==> config.mk <==
export PLATFORM = sky130hd
export DESIGN_NAME = acc_alu
export DESIGN_NICKNAME = d
export VERILOG_FILES = /design/src/rtl/acc_alu_pkg.sv /design/src/rtl/acc_alu_addsub.sv /design/src/rtl/acc_alu_datapath.sv /design/src/rtl/acc_alu_regs.sv /design/src/rtl/acc_alu_zero.sv /design/src/rtl/acc_alu.sv
export SDC_FILE = /design/constraint.sdc
export NUM_CORES = 1
export LEC_CHECK = 0
export ABC_AREA = 1
export BUFFER_PORTS_ARGS = -buffer_cell sky130_fd_sc_hd__buf_2
export CORE_UTILIZATION = 55
export DETAILED_ROUTE_END_ITERATION = 12
export PLACE_DENSITY = 0.81
export SYNTH_ARGS = -nofsm -noshare
export SYNTH_HDL_FRONTEND = slang
export SYNTH_HIERARCHICAL = 1
export SYNTH_SLANG_ARGS = --single-unit
==> constraint.sdc <==
create_clock -name clk -period 6.91 [get_ports clk]
set_clock_uncertainty 0.1 [all_clocks]
set_input_delay 1.7275 -clock clk [delete_from_list [all_inputs] [get_ports clk]]
set_output_delay 1.7275 -clock clk [all_outputs]
set_load 0.02 [all_outputs]
==> src/rtl/acc_alu_pkg.sv <==
package acc_alu_pkg;

    localparam int OPC_W = 4;

    localparam logic [OPC_W-1:0] OPC_EQ   = 4'b0001;
    localparam logic [OPC_W-1:0] OPC_NZ   = 4'b0010;
    localparam logic [OPC_W-1:0] OPC_ADD  = 4'b0011;
    localparam logic [OPC_W-1:0] OPC_SUB  = 4'b0100;
    localparam logic [OPC_W-1:0] OPC_LOAD = 4'b0101;

    typedef enum logic [2:0] {
        SEL_NONE,
        SEL_EQ,
        SEL_NZ,
        SEL_ADD,
        SEL_SUB,
        SEL_LOAD
    } res_sel_e;

    typedef struct packed {
        res_sel_e sel;
        logic     wr_acc;
        logic     wr_carry;
        logic     wr_borrow;
    } alu_ctl_t;

    function automatic alu_ctl_t decode_op(logic [OPC_W-1:0] opc);
        alu_ctl_t c;
        c.sel       = SEL_NONE;
        c.wr_acc    = 1'b0;
        c.wr_carry  = 1'b0;
        c.wr_borrow = 1'b0;
        case (opc)
            OPC_EQ:   begin c.sel = SEL_EQ;   c.wr_acc = 1'b1; end
            OPC_NZ:   begin c.sel = SEL_NZ;   c.wr_acc = 1'b1; end
            OPC_ADD:  begin c.sel = SEL_ADD;  c.wr_acc = 1'b1; c.wr_carry  = 1'b1; end
            OPC_SUB:  begin c.sel = SEL_SUB;  c.wr_acc = 1'b1; c.wr_borrow = 1'b1; end
            OPC_LOAD: begin c.sel = SEL_LOAD; c.wr_acc = 1'b1; end
            default:  c.sel = SEL_NONE;
        endcase
        return c;
    endfunction

endpackage

==> src/rtl/acc_alu_addsub.sv <==
module acc_alu_addsub #(
    parameter int W = 4
) (
    input  logic [W-1:0] a,
    input  logic [W-1:0] b,
    input  logic         sub,
    output logic [W-1:0] sum,
    output logic         cout
);
    logic [W:0]   chain;
    logic [W-1:0] b_eff;

    assign chain[0] = sub;

    for (genvar i = 0; i < W; i++) begin : g_bit
        assign b_eff[i]    = b[i] ^ sub;
        assign sum[i]      = a[i] ^ b_eff[i] ^ chain[i];
        assign chain[i+1]  = (a[i] & b_eff[i]) | (chain[i] & (a[i] ^ b_eff[i]));
    end

    assign cout = chain[W];
endmodule

==> src/rtl/acc_alu_datapath.sv <==
module acc_alu_datapath
    import acc_alu_pkg::*;
#(
    parameter int W = 4
) (
    input  logic [W-1:0] acc,
    input  logic [W-1:0] operand,
    input  res_sel_e     sel,
    output logic [W-1:0] result,
    output logic         carry_out,
    output logic         borrow_out
);
    logic [W-1:0] as_sum;
    logic         as_cout;
    logic         do_sub;

    assign do_sub = (sel == SEL_SUB);

    acc_alu_addsub #(.W(W)) u_addsub (
        .a    (acc),
        .b    (operand),
        .sub  (do_sub),
        .sum  (as_sum),
        .cout (as_cout)
    );

    assign carry_out  = as_cout;
    assign borrow_out = ~as_cout;

    always_comb begin
        case (sel)
            SEL_EQ:   result = W'(acc == operand);
            SEL_NZ:   result = W'((|acc) | (|operand));
            SEL_ADD,
            SEL_SUB:  result = as_sum;
            SEL_LOAD: result = operand;
            default:  result = acc;
        endcase
    end
endmodule

==> src/rtl/acc_alu_regs.sv <==
module acc_alu_regs
    import acc_alu_pkg::*;
#(
    parameter int W = 4
) (
    input  logic         clk,
    input  logic         rst,
    input  logic         commit,
    input  alu_ctl_t     ctl,
    input  logic [W-1:0] next_acc,
    input  logic         next_carry,
    input  logic         next_borrow,
    output logic [W-1:0] acc,
    output logic         carry,
    output logic         borrow
);
    always_ff @(posedge clk) begin
        if (rst) begin
            acc    <= '0;
            carry  <= 1'b0;
            borrow <= 1'b0;
        end else if (commit) begin
            if (ctl.wr_acc)    acc    <= next_acc;
            if (ctl.wr_carry)  carry  <= next_carry;
            if (ctl.wr_borrow) borrow <= next_borrow;
        end
    end
endmodule

==> src/rtl/acc_alu_zero.sv <==
module acc_alu_zero #(
    parameter int W = 4
) (
    input  logic [W-1:0] value,
    output logic         is_zero
);
    logic [W:0] none_set;

    assign none_set[0] = 1'b1;
    for (genvar i = 0; i < W; i++) begin : g_scan
        assign none_set[i+1] = none_set[i] & ~value[i];
    end

    assign is_zero = none_set[W];
endmodule

==> src/rtl/acc_alu.sv <==
module acc_alu
    import acc_alu_pkg::*;
#(
    parameter int W = 4
) (
    input  logic         clk,
    input  logic         rst,
    input  logic         commit,
    input  logic [3:0]   opcode,
    input  logic [W-1:0] operand,
    output logic [W-1:0] acc_q,
    output logic         carry_q,
    output logic         borrow_q,
    output logic         acc_zero
);
    alu_ctl_t     ctl;
    logic [W-1:0] dp_result;
    logic         dp_carry;
    logic         dp_borrow;

    always_comb ctl = decode_op(opcode);

    acc_alu_datapath #(.W(W)) u_dp (
        .acc        (acc_q),
        .operand    (operand),
        .sel        (ctl.sel),
        .result     (dp_result),
        .carry_out  (dp_carry),
        .borrow_out (dp_borrow)
    );

    acc_alu_regs #(.W(W)) u_regs (
        .clk         (clk),
        .rst         (rst),
        .commit      (commit),
        .ctl         (ctl),
        .next_acc    (dp_result),
        .next_carry  (dp_carry),
        .next_borrow (dp_borrow),
        .acc         (acc_q),
        .carry       (carry_q),
        .borrow      (borrow_q)
    );

    acc_alu_zero #(.W(W)) u_zero (
        .value   (acc_q),
        .is_zero (acc_zero)
    );
endmodule

Yosys cells after proc, flatten, opt, wreduce, memory -nomap -nowiden. Cells that the tools add are included.

Register bits: 6. Input bits: 11. Output and inout bits: 7. Logic and storage cells: 60.

Equal/unequal tests: 11. Multiplexer cells: 5. Bitwise gates (word level): 33. Reduce and logical (&&, ||, !) cells: 8.

Operators by type and width (count): 4-bit one-hot mux with 4 select lines (1); 3-bit one-hot mux with 5 select lines (1); 1-bit XOR (12); 1-bit bitwise AND (11); 4-bit by 2-bit equality test with 1-bit output, second input constant (2); 4-bit by 3-bit equality test with 1-bit output, second input constant (2); 4-bit OR reduction (2); 3-bit by 2-bit equality test with 1-bit output, second input constant (2); 3-bit equality test, second input constant (2); 1-bit NOT (5); 1-bit bitwise OR (5); 5-bit OR reduction (1); 4-bit by 1-bit equality test with 1-bit output, second input constant (1); 4-bit equality test (1); 2-bit AND reduction (2); 4-bit nonzero test (1); 3-bit by 1-bit equality test with 1-bit output, second input constant (1); 1-bit two-way mux (3); 3-bit AND reduction (1); 2-bit OR reduction (1).

Longest topological paths before layout. Gate-level depths: netlist of the first run.

Depth in word-level cells: 14. Depth in mapped cells: 18. Gate-level depth less buffers: 17.

Cells and area by module. Netlist of the first run, hierarchy kept.

By module, submodules not included: acc_alu_regs (instances 1, cells an instance 40, area each 250.2 µm², seq. area each 120.1 µm²); acc_alu_datapath (instances 1, cells an instance 56, area each 235.2 µm², seq. area each 0.0 µm²); acc_alu_addsub (instances 1, cells an instance 31, area each 188.9 µm², seq. area each 0.0 µm²); acc_alu (instances 1, cells an instance 17, area each 68.8 µm², seq. area each 0.0 µm²); acc_alu_zero (instances 1, cells an instance 7, area each 26.3 µm², seq. area each 0.0 µm²).

Worst setup path before layout of the first run. No wires, ideal clock.

Path kind: in2reg. From: input port opcode[3]. To: register u_regs.acc[3]. Setup time: 0.113 ns. Arrival time: 3.889 ns. Data required time: 6.697 ns. Setup slack: 2.808 ns. Stages: 17. Path buffers: 1. Cells stage by stage: inv_1 nand2_1 a21oi_1 inv_2 nand3_1 inv_1 buf_6 xor2_1 fa_1 inv_1 fa_1 inv_1 fa_1 nand2_1 nand3_1 nor2_1 nor2_1.

RTL lines: start, declared (line acc_alu.sv:9) `input logic [3:0] opcode,`; end signal, assigned (line acc_alu_regs.sv:23) `if (ctl.wr_acc) acc <= next_acc;`; end, declared (line acc_alu_regs.sv:13) `output logic [W-1:0] acc,`.

==> results of run 1 <==
-- cell families after synthesis --
kind of cell	Yosys count	synth area share
AO/OA/AOI/OAI	3	0.0195
AND/OR/NAND/NOR	99	0.509
adder cells (fa/ha/maj)	3	0.0781
flip-flops	6	0.156
XOR/XNOR	5	0.0569
buffers and inverters	35	0.180
-- flip-flops by register name, indices dropped and copies added (netlist names) --
signal	cells
u_regs/borrow	1
u_regs/carry	1
u_regs/acc	4
-- synth_stat cells (2+ instances only) --
| cell | count | area, sq um |
|---|---|---|
| inv_1 | 32 | 120 |
| nand3_1 | 9 | 45.0 |
| inv_2 | 2 | 7.51 |
| fa_1 | 3 | 60.1 |
| nand2_1 | 57 | 214 |
| nand2_2 | 2 | 12.5 |
| xor2_1 | 3 | 26.3 |
| dfxtp_1 | 6 | 120 |
| nor2_1 | 29 | 109 |
| xnor2_1 | 2 | 17.5 |
| a21oi_1 | 2 | 10.0 |
-- area by class of cell --
cell class	instances	area, sq um	area share
tap	15	18.8	0.0212
clock buffer	3	22.5	0.0255
sequential	6	120	0.136
inverter	34	128	0.144
multi-input combinational	110	510	0.577
timing repair buffer	17	85.1	0.0962
-- worst min-delay path: stages, from the launching register on --
cell and delay [ns]:
dfxtp_1 0.30, inv_1 0.05, nand2_1 0.05, nand2_1 0.05
nor2_1 0.03
-- layer usage --
metal	vias to the layer above	GRT usage	routed length, microns
met3	2	0.0511	55
met5	-	0	0
met4	0	0.103	14
li1	473	-	-
met1	353	0.256	731
met2	25	0.406	777
-- report_power, final --
group          internal, mW  switching [mW]
Sequential           0.0365         0.00329
Clock                0.0196          0.0114
Combinational        0.0160          0.0267
Total                0.0721          0.0414
-- worst max path at each step --
stage | slack [ns] | endpoint | cells after the start | startpoint
2_1_floorplan | 2.81 | u_regs/acc[3] | 17 | opcode[3]
3_3_place_gp | 2.57 | u_regs/acc[3] | 17 | opcode[3]
3_5_place_dp | 2.45 | u_regs/acc[3] | 17 | opcode[3]
4_1_cts | 2.72 | u_regs/acc[3] | 17 | opcode[3]
5_1_grt | 2.46 | u_regs/acc[3] | 17 | opcode[3]
6_report | 2.71 | u_regs/acc[3] | 17 | opcode[3]
-- through the flow --
stage / hold slack [ns] / util / std cells / total power [mW] / setup slack [ns]
global route: 0.470 / 0.680 / 185 / 0.125 / 2.46
global placement: 0.395 / 0.663 / 182 / 0.0820 / 2.57
CTS: 0.421 / 0.680 / 185 / 0.115 / 2.72
detailed placement: 0.410 / 0.663 / 182 / 0.0828 / 2.45
floorplan: 0.485 / - / 151 / 0.0709 / 2.81
finish: 0.426 / 0.680 / 185 / 0.114 / 2.71
==> qor.txt, run 1 <==
result of the run: complete, no violations
Die Outline Area: 1550 sq um
GRT Util Overall: 0.230
synthesis warning total: 6
# fillers: 127
vias after detailed routing: 853
post-route clock period utilization: 0.607
finished layout cell area: 885 sq um
signed area change from the synthesized netlist to the final layout: 15.0%
detailed-routing iteration count for the pre-antenna-repair pass: 4
initial standard-cell utilization of the core: 0.591
number of antenna violations at the first check in global routing: 0
worst path buffer plus inverter count: 6
number of max-cap violations: 0
hold crit path type: reg -> reg
I/O Pins: 18
Post-synth EDFFs: 0
Avg Inst Size Synth: 5.10 sq um
Row Count: 13
routed via count divided by cell count: 4.61
final weighted congestion in routability-driven placement: 0.733
final routed wire length divided by cell count: 8.54 microns
Cells after Synth: 151
slew at the pin closest to its max-slew limit: 0.291 ns
start of the worst register-to-register path: u_regs/acc[0]
hold-fix buffers at CTS: 0
unrepaired setup endpoints after global routing: false
crit-path leading delay family: adder cells
critical path fanouts, max: 8
classification of the worst setup path: in -> reg
Distinct cells, synth: 15
slowest cell on the critical path: fa_1
Worst R2R Setup Slack: 4.53 ns
Max Transition Viols Final: 0
global-route wire length before repair: 2.39 mm
clock-pin slew on the worst setup and hold paths: 0.04 ns
die height: 39.4 microns
Required @ worst endpoint: 6.94 ns
commonest cells after routing, fill and taps aside: nand2_1 (57), inv_1 (32), nor2_1 (29)
Leak: 0.558 nW
areal power density over the cells: 128 nW/um^2
clock buffers created by TritonCTS: 3
part of the Yosys area used for sequential elements: 0.156
overflow left after global routing: 0
Worst Setup Start Kind: primary input
deepest level of the CTS H-tree: 1
most common cell after layout, fill and taps aside: nand2_1
Post-route DRC: 0
highest clock frequency the design can meet: 238 MHz
TritonCTS clock tree: yes
maximum number of pins on one net before global-route repair: 10
summed instance area of the synthesized netlist: 769 sq um
total setup violations reported at the end of the flow: 0
via count of the first global-routing pass: 628
post-CTS setup buffer count: 0
Starting DRT DRC Count: 18
number of cells on the worst hold path: 4
Most used DFF post-synth: dfxtp_1
final hold vios: 0
async set-reset flop share out of synthesis: 0
placed wire-length estimate after detailed placement: 1.28 mm
worst max-slew margin expressed relative to the limit: 0.806
Post-Synthesis Net Count: 165
number of clock sinks seen by CTS: 6
Antenna Cells: 0
number of buffers added on ports: 17
total length of routed wires: 1.58 mm
worst path arrival time: 4.22 ns
end of the worst register-to-register path: u_regs/acc[3]
clock root buffer: clkbuf_4
antenna-violating nets left: 0
kind of capture point of the worst setup path: register
number of instances resized during post-cts repair: 0
number of buffers on the longest clock path: 2
highest cell delay on the worst timing path: 0.42 ns
Clk Latency, worst-skew pair: 0.24 ns
startpoint of the tightest hold check path: u_regs/carry
final critical path time including I/O delays and setup: 4.20 ns
core area: 1300 sq um
total negative slack for setup checks: 0 ns
horizontal extent of the die: 39.4 microns
Top cell by count, worst path: inv_1
Worst Hold Endpoint: u_regs/carry
cell chain of the critical path: buf_2 -> inv_1 -> nand2_1 -> a21oi_1 -> inv_2 -> nand3_1 -> inv_1 -> xor2_1 -> fa_1 -> inv_1 -> fa_1 -> inv_1 -> fa_1 -> nand2_1 -> nand3_1 -> nor2_1 -> nor2_1
nets@finish: 186
placed cell areas: 862 sq um
ratio of cells with drive above 1 in the final layout: 0.147
number of cells on the worst reg-to-reg path: 11
IR drop worst, VDD: 0.117 mV
Seq cells post-synth: 6
No activity file was read; power rests on OpenSTA's default activity.
==> run 2, diff against run 1 <==
- ABC_AREA: 1 -> 0
- CORE_UTILIZATION: 55 -> 51
- PLACE_DENSITY: 0.81 -> 0.77
- clock period: 6.91 -> 4.2 ns (I/O delays scaled with it)
==> qor.txt, run 2 <==
result of the run: complete, no violations
vias after detailed routing: 679 (-20%)
horizontal extent of the die: 39.7 microns (+0.63%)
total setup violations reported at the end of the flow: 0 (unchanged)
Regs by FF count: u_regs/acc x4, u_regs/borrow x1, u_regs/carry x1
leading cell types by total area after synthesis: dfxtp_1 (17%), a21oi_1 (9.0%), fa_1 (8.3%)
hold crit path type: reg -> reg
Worst Setup Start Kind: primary input
Max Transition Viols Final: 0 (unchanged)
Avg Inst Size Synth: 8.31 sq um (+63%)
antenna-violating nets left: 0 (unchanged)
placed cell areas: 798 sq um (-7.4%)
I/O Pins: 18 (unchanged)
Post-synth EDFFs: 0 (unchanged)
GRT Util Overall: 0.238 (+0.00791)
ratio of cells with drive above 1 in the final layout: 0.295 (+0.148)
final hold vios: 0 (unchanged)
routed via count divided by cell count: 5.66 (+23%)
Worst R2R Setup Slack: 1.50 ns (-3.03 ns)
placed wire-length estimate after detailed placement: 1.20 mm (-5.9%)
nets@finish: 121 (-35%)
flip-flop count of the largest register after layout: 4 (unchanged)
Most used DFF post-synth: dfxtp_1
global-route wire length before repair: 2.47 mm (+3.5%)
maximum number of pins on one net before global-route repair: 13 (+3)
Seq cells post-synth: 6 (unchanged)
most common cell after layout, fill and taps aside: buf_2
number of max-cap violations: 0 (unchanged)
Distinct cells, synth: 31 (+16)
async set-reset flop share out of synthesis: 0 (unchanged)
number of cells on the worst reg-to-reg path: 12 (+1)
final weighted congestion in routability-driven placement: 0.704 (-4.0%)
Required @ worst endpoint: 4.27 ns (-2.67 ns)
register containing the most flip-flops in the final layout: u_regs/acc
worst path arrival time: 3.96 ns (-0.26 ns)
total negative slack for setup checks: 0 ns (unchanged)
core area: 1320 sq um (+1.2%)
areal power density over the cells: 206 nW/um^2 (+61%)
total length of routed wires: 1.60 mm (+1.1%)
Row Count: 13 (unchanged)
final routed wire length divided by cell count: 13.3 microns (+56%)
final critical path time including I/O delays and setup: 3.88 ns
initial standard-cell utilization of the core: 0.549 (-0.0424)
signed area change from the synthesized netlist to the final layout: 13.5%
via count of the first global-routing pass: 576 (-8.3%)
number of buffers on the longest clock path: 2 (unchanged)
startpoint of the tightest hold check path: u_regs/carry
Worst Hold Endpoint: u_regs/carry
worst max-slew margin expressed relative to the limit: 0.416 (-0.390)
Post-route DRC: 0 (unchanged)
TritonCTS clock tree: yes
Starting DRT DRC Count: 8 (-10)
number of cells on the worst hold path: 2 (-2)
highest clock frequency the design can meet: 258 MHz
IR drop worst, VDD: 0.114 mV (-2.4%)
detailed-routing iteration count for the pre-antenna-repair pass: 4 (unchanged)
clock buffers created by TritonCTS: 3 (unchanged)
Die Outline Area: 1570 sq um (+1.3%)
critical path fanouts, max: 5 (-3)
most used standard cell by instance count after synthesis: a21oi_1
number of standard cells in the final layout excluding fillers: 120 (-35%)
post-route clock period utilization: 0.925
dominant cell type by area after synthesis: dfxtp_1
number of clock sinks seen by CTS: 6 (unchanged)
commonest cells after routing, fill and taps aside: buf_2 (17), a21oi_1 (13), nor2_1 (7), nand3_1 (7)
Leak: 0.353 nW (-37%)
part of the Yosys area used for sequential elements: 0.166 (+0.00999)
synthesis warning total: 6 (unchanged)
instance count after placement with tap cells included: 117 (-36%)
deepest level of the CTS H-tree: 1 (unchanged)
finished layout cell area: 821 sq um (-7.2%)
commonest cells in the netlist: a21oi_1 (13), nand3_1 (7), nor2_1 (7)
clock root buffer: clkbuf_4
slew at the pin closest to its max-slew limit: 0.871 ns (+0.579 ns)
area share of the leading cell type in the synthesized netlist: 0.166 (-0.112)
classification of the worst setup path: in -> reg
post-CTS setup buffer count: 0 (unchanged)
unrepaired setup endpoints after global routing: false
Cells after Synth: 87 (-42%)
kind of capture point of the worst setup path: register
number of buffers added on ports: 17 (unchanged)
Clk Latency, worst-skew pair: 0.25 ns (about the same)
number of antenna violations at the first check in global routing: 0 (unchanged)
overflow left after global routing: 0 (unchanged)
start of the worst register-to-register path: u_regs/acc[0]
clock-pin slew on the worst setup and hold paths: 0.05 ns (about the same)
number of instances resized during post-cts repair: 0 (unchanged)
Antenna Cells: 0 (unchanged)
Post-Synthesis Net Count: 101 (-39%)
end of the worst register-to-register path: u_regs/acc[3]
hold-fix buffers at CTS: 0 (unchanged)
summed instance area of the synthesized netlist: 723 sq um (-6.0%)
die height: 39.7 microns (+0.63%)
-- run 2: changes by cell type after synthesis, sizes merged, moves of 4 or more --
| cell | delta |
|---|---|
| nand2 | -59 |
| inv | -28 |
| nor2 | -23 |
| a21oi | +11 |
| a21bo | +6 |
| nor4 | +4 |
-- run 2: metrics by stage --
stage / setup WS [ns] / hold slack, ns / total power [mW] / utilization
5_1_grt: 0.0349 / 0.508 / 0.181 / 0.623
2_1_floorplan: 0.407 / 0.539 / 0.100 / -
3_3_place_gp: 0.151 / 0.459 / 0.114 / 0.606
3_5_place_dp: 0.0444 / 0.470 / 0.116 / 0.606
6_report: 0.317 / 0.483 / 0.169 / 0.623
4_1_cts: 0.304 / 0.485 / 0.172 / 0.623
-- run 2: power by group --
group	leakage, nW	switching (mW)	internal [mW]	total [mW]
Clock	0.0138	0.0219	0.0324	0.0543
Combinational	0.291	0.0313	0.0236	0.0548
Sequential	0.0485	0.00223	0.0581	0.0603
-- run 2: cells by family (layout without fill, tap and decap cells) --
family | after synthesis | count (layout) | synth area share
multiplexers | 4 | 4 | 0.0571
AND/OR/NAND/NOR | 27 | 27 | 0.220
flip-flops | 6 | 6 | 0.166
XOR/XNOR | 8 | 8 | 0.0969
adder cells (fa/ha/maj) | 3 | 3 | 0.0830
AO/OA/AOI/OAI | 28 | 28 | 0.275
buffers and inverters | 11 | 29 | 0.102
-- run 2: layout make-up --
type / count / area [sq um]
multi-input combinational: 70 / 529
fill: 121 / 497
timing repair buffer: 20 / 108
clock buffer: 3 / 22.5
tap: 15 / 18.8
inverter: 6 / 22.5
sequential: 6 / 120
-- run 2: worst max-delay path: stages --
cell and delay [ns]:
buf_2 0.12, nand2b_1 0.15, a21oi_1 0.16, nor2_1 0.13, and2_1 0.24, mux2_2 0.29, fa_1 0.38, inv_1 0.08
fa_1 0.16, inv_1 0.05, fa_1 0.50, mux2i_1 0.07, nor2_1 0.09, a21oi_1 0.04, a21oi_1 0.17, nand3_1 0.10
a21oi_1 0.16
-- run 2: metal layers --
metal,share of wire,wire length (microns),track usage
met5,0,0,0
met4,0,0,0.103
met3,0.016,25,0.0511
met2,0.52,824,0.385
met1,0.47,747,0.297
-- run 2: worst max path at each step --
stage | startpoint | end | slack [ns]
floorplan | opcode[3] | u_regs/acc[3] | 0.41
global placement | opcode[3] | u_regs/acc[3] | 0.15
detailed placement | opcode[3] | u_regs/acc[3] | 0.04
CTS | opcode[3] | u_regs/acc[3] | 0.30
global route | opcode[3] | u_regs/acc[3] | 0.03
finish | opcode[3] | u_regs/acc[3] | 0.32
==> run 3, diff against run 2 <==
- RECOVER_POWER: default -> 50
==> qor.txt, run 3 (synthesis gave the netlist of run 2 again) <==
Worst Setup SP: opcode[3]
GRT Util Overall: 0.238 (unchanged)
Required @ worst endpoint: 4.27 ns (about the same)
result of the run: complete, no violations
most common cell after layout, fill and taps aside: a21oi_1
highest cell delay on the worst timing path: 0.49 ns (about the same)
global-route wire length before repair: 2.47 mm (unchanged)
worst max-slew margin expressed relative to the limit: 0.417 (+0.00112)
final worst-path setup slack: 0.328 ns (+0.0116 ns)
Clk Latency, worst-skew pair: 0.25 ns (about the same)
share of the core filled with cells: 0.617 (-0.00570)
destination of the critical timing path: u_regs/acc[3]
clock-pin slew on the worst setup and hold paths: 0.05 ns (about the same)
highest clock frequency the design can meet: 258 MHz (+0.30%)
initial standard-cell utilization of the core: 0.549 (unchanged)
classification of the worst setup path: in -> reg
clock buffers created by TritonCTS: 3 (unchanged)
I/O Pins: 18 (unchanged)
commonest cells after routing, fill and taps aside: a21oi_1 (13), buf_2 (11), nor2_1 (7), nand3_1 (7)
total setup violations reported at the end of the flow: 0 (unchanged)
number of cells on the worst reg-to-reg path: 12 (unchanged)
placed wire-length estimate after detailed placement: 1.20 mm (unchanged)
critical path fanouts, max: 5 (unchanged)
areal power density over the cells: 208 nW/um^2 (+0.54%)
IR drop worst, VDD: 0.114 mV (+0.30%)
Worst Setup Start Kind: primary input
overflow left after global routing: 0 (unchanged)
number of buffers on the longest clock path: 2 (unchanged)
number of clock sinks seen by CTS: 6 (unchanged)
# fillers: 121 (unchanged)
number of antenna violations at the first check in global routing: 0 (unchanged)
clock root buffer: clkbuf_4
ratio of cells with drive above 1 in the final layout: 0.238 (-0.0571)
post-route clock period utilization: 0.922 (-0.00277)
end of the worst register-to-register path: u_regs/acc[3]
routed via count divided by cell count: 5.71 (+0.88%)
post-CTS setup buffer count: 0 (unchanged)
via count of the first global-routing pass: 576 (unchanged)
cell chain of the critical path: buf_2 -> nand2b_1 -> a21oi_1 -> nor2_1 -> and2_1 -> mux2_2 -> fa_1 -> inv_1 -> fa_1 -> inv_1 -> fa_1 -> mux2i_1 -> nor2_1 -> a21oi_1 -> a21oi_1 -> nand3_1 -> a21oi_1
register containing the most flip-flops in the final layout: u_regs/acc
number of buffers added on ports: 17 (unchanged)
Worst R2R Setup Slack: 1.51 ns (about the same)
final weighted congestion in routability-driven placement: 0.704 (unchanged)
Starting DRT DRC Count: 16 (+8)
kind of capture point of the worst setup path: register
core area: 1320 sq um (unchanged)
number of instances resized during post-cts repair: 0 (unchanged)
crit-path leading delay family: adder cells
vias after detailed routing: 685 (+0.88%)
worst path arrival time: 3.94 ns (-0.02 ns)
maximum number of pins on one net before global-route repair: 13 (unchanged)
hold-fix buffers at CTS: 0 (unchanged)
Max Transition Viols Final: 0 (unchanged)
Post-route DRC: 0 (unchanged)
start of the worst register-to-register path: u_regs/acc[0]
final routed wire length divided by cell count: 13.2 microns (-0.75%)
antenna-violating nets left: 0 (unchanged)
total length of routed wires: 1.59 mm (-0.75%)
Critical Path Stages: 17 (unchanged)
nets@finish: 121 (unchanged)
Die Outline Area: 1570 sq um (unchanged)
total negative slack for setup checks: 0 ns (unchanged)
flip-flop count of the largest register after layout: 4 (unchanged)
horizontal extent of the die: 39.7 microns (unchanged)
final hold vios: 0 (unchanged)
Regs by FF count: u_regs/acc x4, u_regs/borrow x1, u_regs/carry x1
Row Count: 13 (unchanged)
TritonCTS clock tree: yes
die height: 39.7 microns (unchanged)
Hold Worst Slack: 0.485 ns (+0.00144 ns)
detailed-routing iteration count for the pre-antenna-repair pass: 4 (unchanged)
Top cell by count, worst path: a21oi_1
signed area change from the synthesized netlist to the final layout: 12.5%
Leak: 0.327 nW (-7.4%)
number of max-cap violations: 0 (unchanged)
worst path buffer plus inverter count: 3 (unchanged)
deepest level of the CTS H-tree: 1 (unchanged)
Antenna Cells: 0 (unchanged)
slowest cell on the critical path: fa_1
slew at the pin closest to its max-slew limit: 0.869 ns (-0.00167 ns)
final critical path time including I/O delays and setup: 3.87 ns (-0.0116 ns)
unrepaired setup endpoints after global routing: false
worst setup slack after placement: 0.0444 ns (unchanged)
hold crit path type: reg -> reg
## run 3: final cells by class
cell class / instances / area [sq um] / area share
inverter: 6 / 22.5 / 0.0277
timing repair buffer: 20 / 100 / 0.123
sequential: 6 / 120 / 0.148
tap: 15 / 18.8 / 0.0231
multi-input combinational: 70 / 529 / 0.651
clock buffer: 3 / 22.5 / 0.0277
## run 3: worst min-delay path by stage
stage                               end     startpoint  slack (ns)  cells after the start
after floorplan           u_regs/borrow  u_regs/borrow        0.54                      2
after global placement    u_regs/borrow  u_regs/borrow        0.46                      2
after detailed placement   u_regs/carry   u_regs/carry        0.47                      2
after CTS                  u_regs/carry   u_regs/carry        0.49                      2
after global routing       u_regs/carry   u_regs/carry        0.51                      2
final                      u_regs/carry   u_regs/carry        0.48                      2
## run 3: per-stage QoR
| stage | area [sq um] | std cells | total power, mW |
|---|---|---|---|
| floorplan | 723 | 87 | 0.100 |
| global placement | 798 | 117 | 0.114 |
| detailed placement | 798 | 117 | 0.116 |
| CTS | 821 | 120 | 0.172 |
| global route | 813 | 120 | 0.181 |
| finish | 813 | 120 | 0.169 |
## run 3: per-layer routing
layer,track usage,up-vias,part of all wire
met2,0.385,11,0.52
met3,0.0511,0,0.023
li1,-,355,-
met1,0.297,319,0.46
met5,0,-,0
met4,0.103,0,0
## run 3: where the power goes
part           internal, mW  total, mW  switching, mW
sequential           0.0581     0.0604        0.00226
combinational        0.0233     0.0544         0.0311
clock                0.0324     0.0541         0.0217
total                 0.114      0.169         0.0551
## run 3: worst register-to-register path: cells and delay by family (launching register included)
family                     cells  cell delay [ns]
and+or+nand+nor                2             0.19
muxes                          2             0.39
AOI/OAI and AO/OA              3             0.37
buffers and inverters          2             0.13
adders and majority gates      3             1.03
DFF                            1             0.41
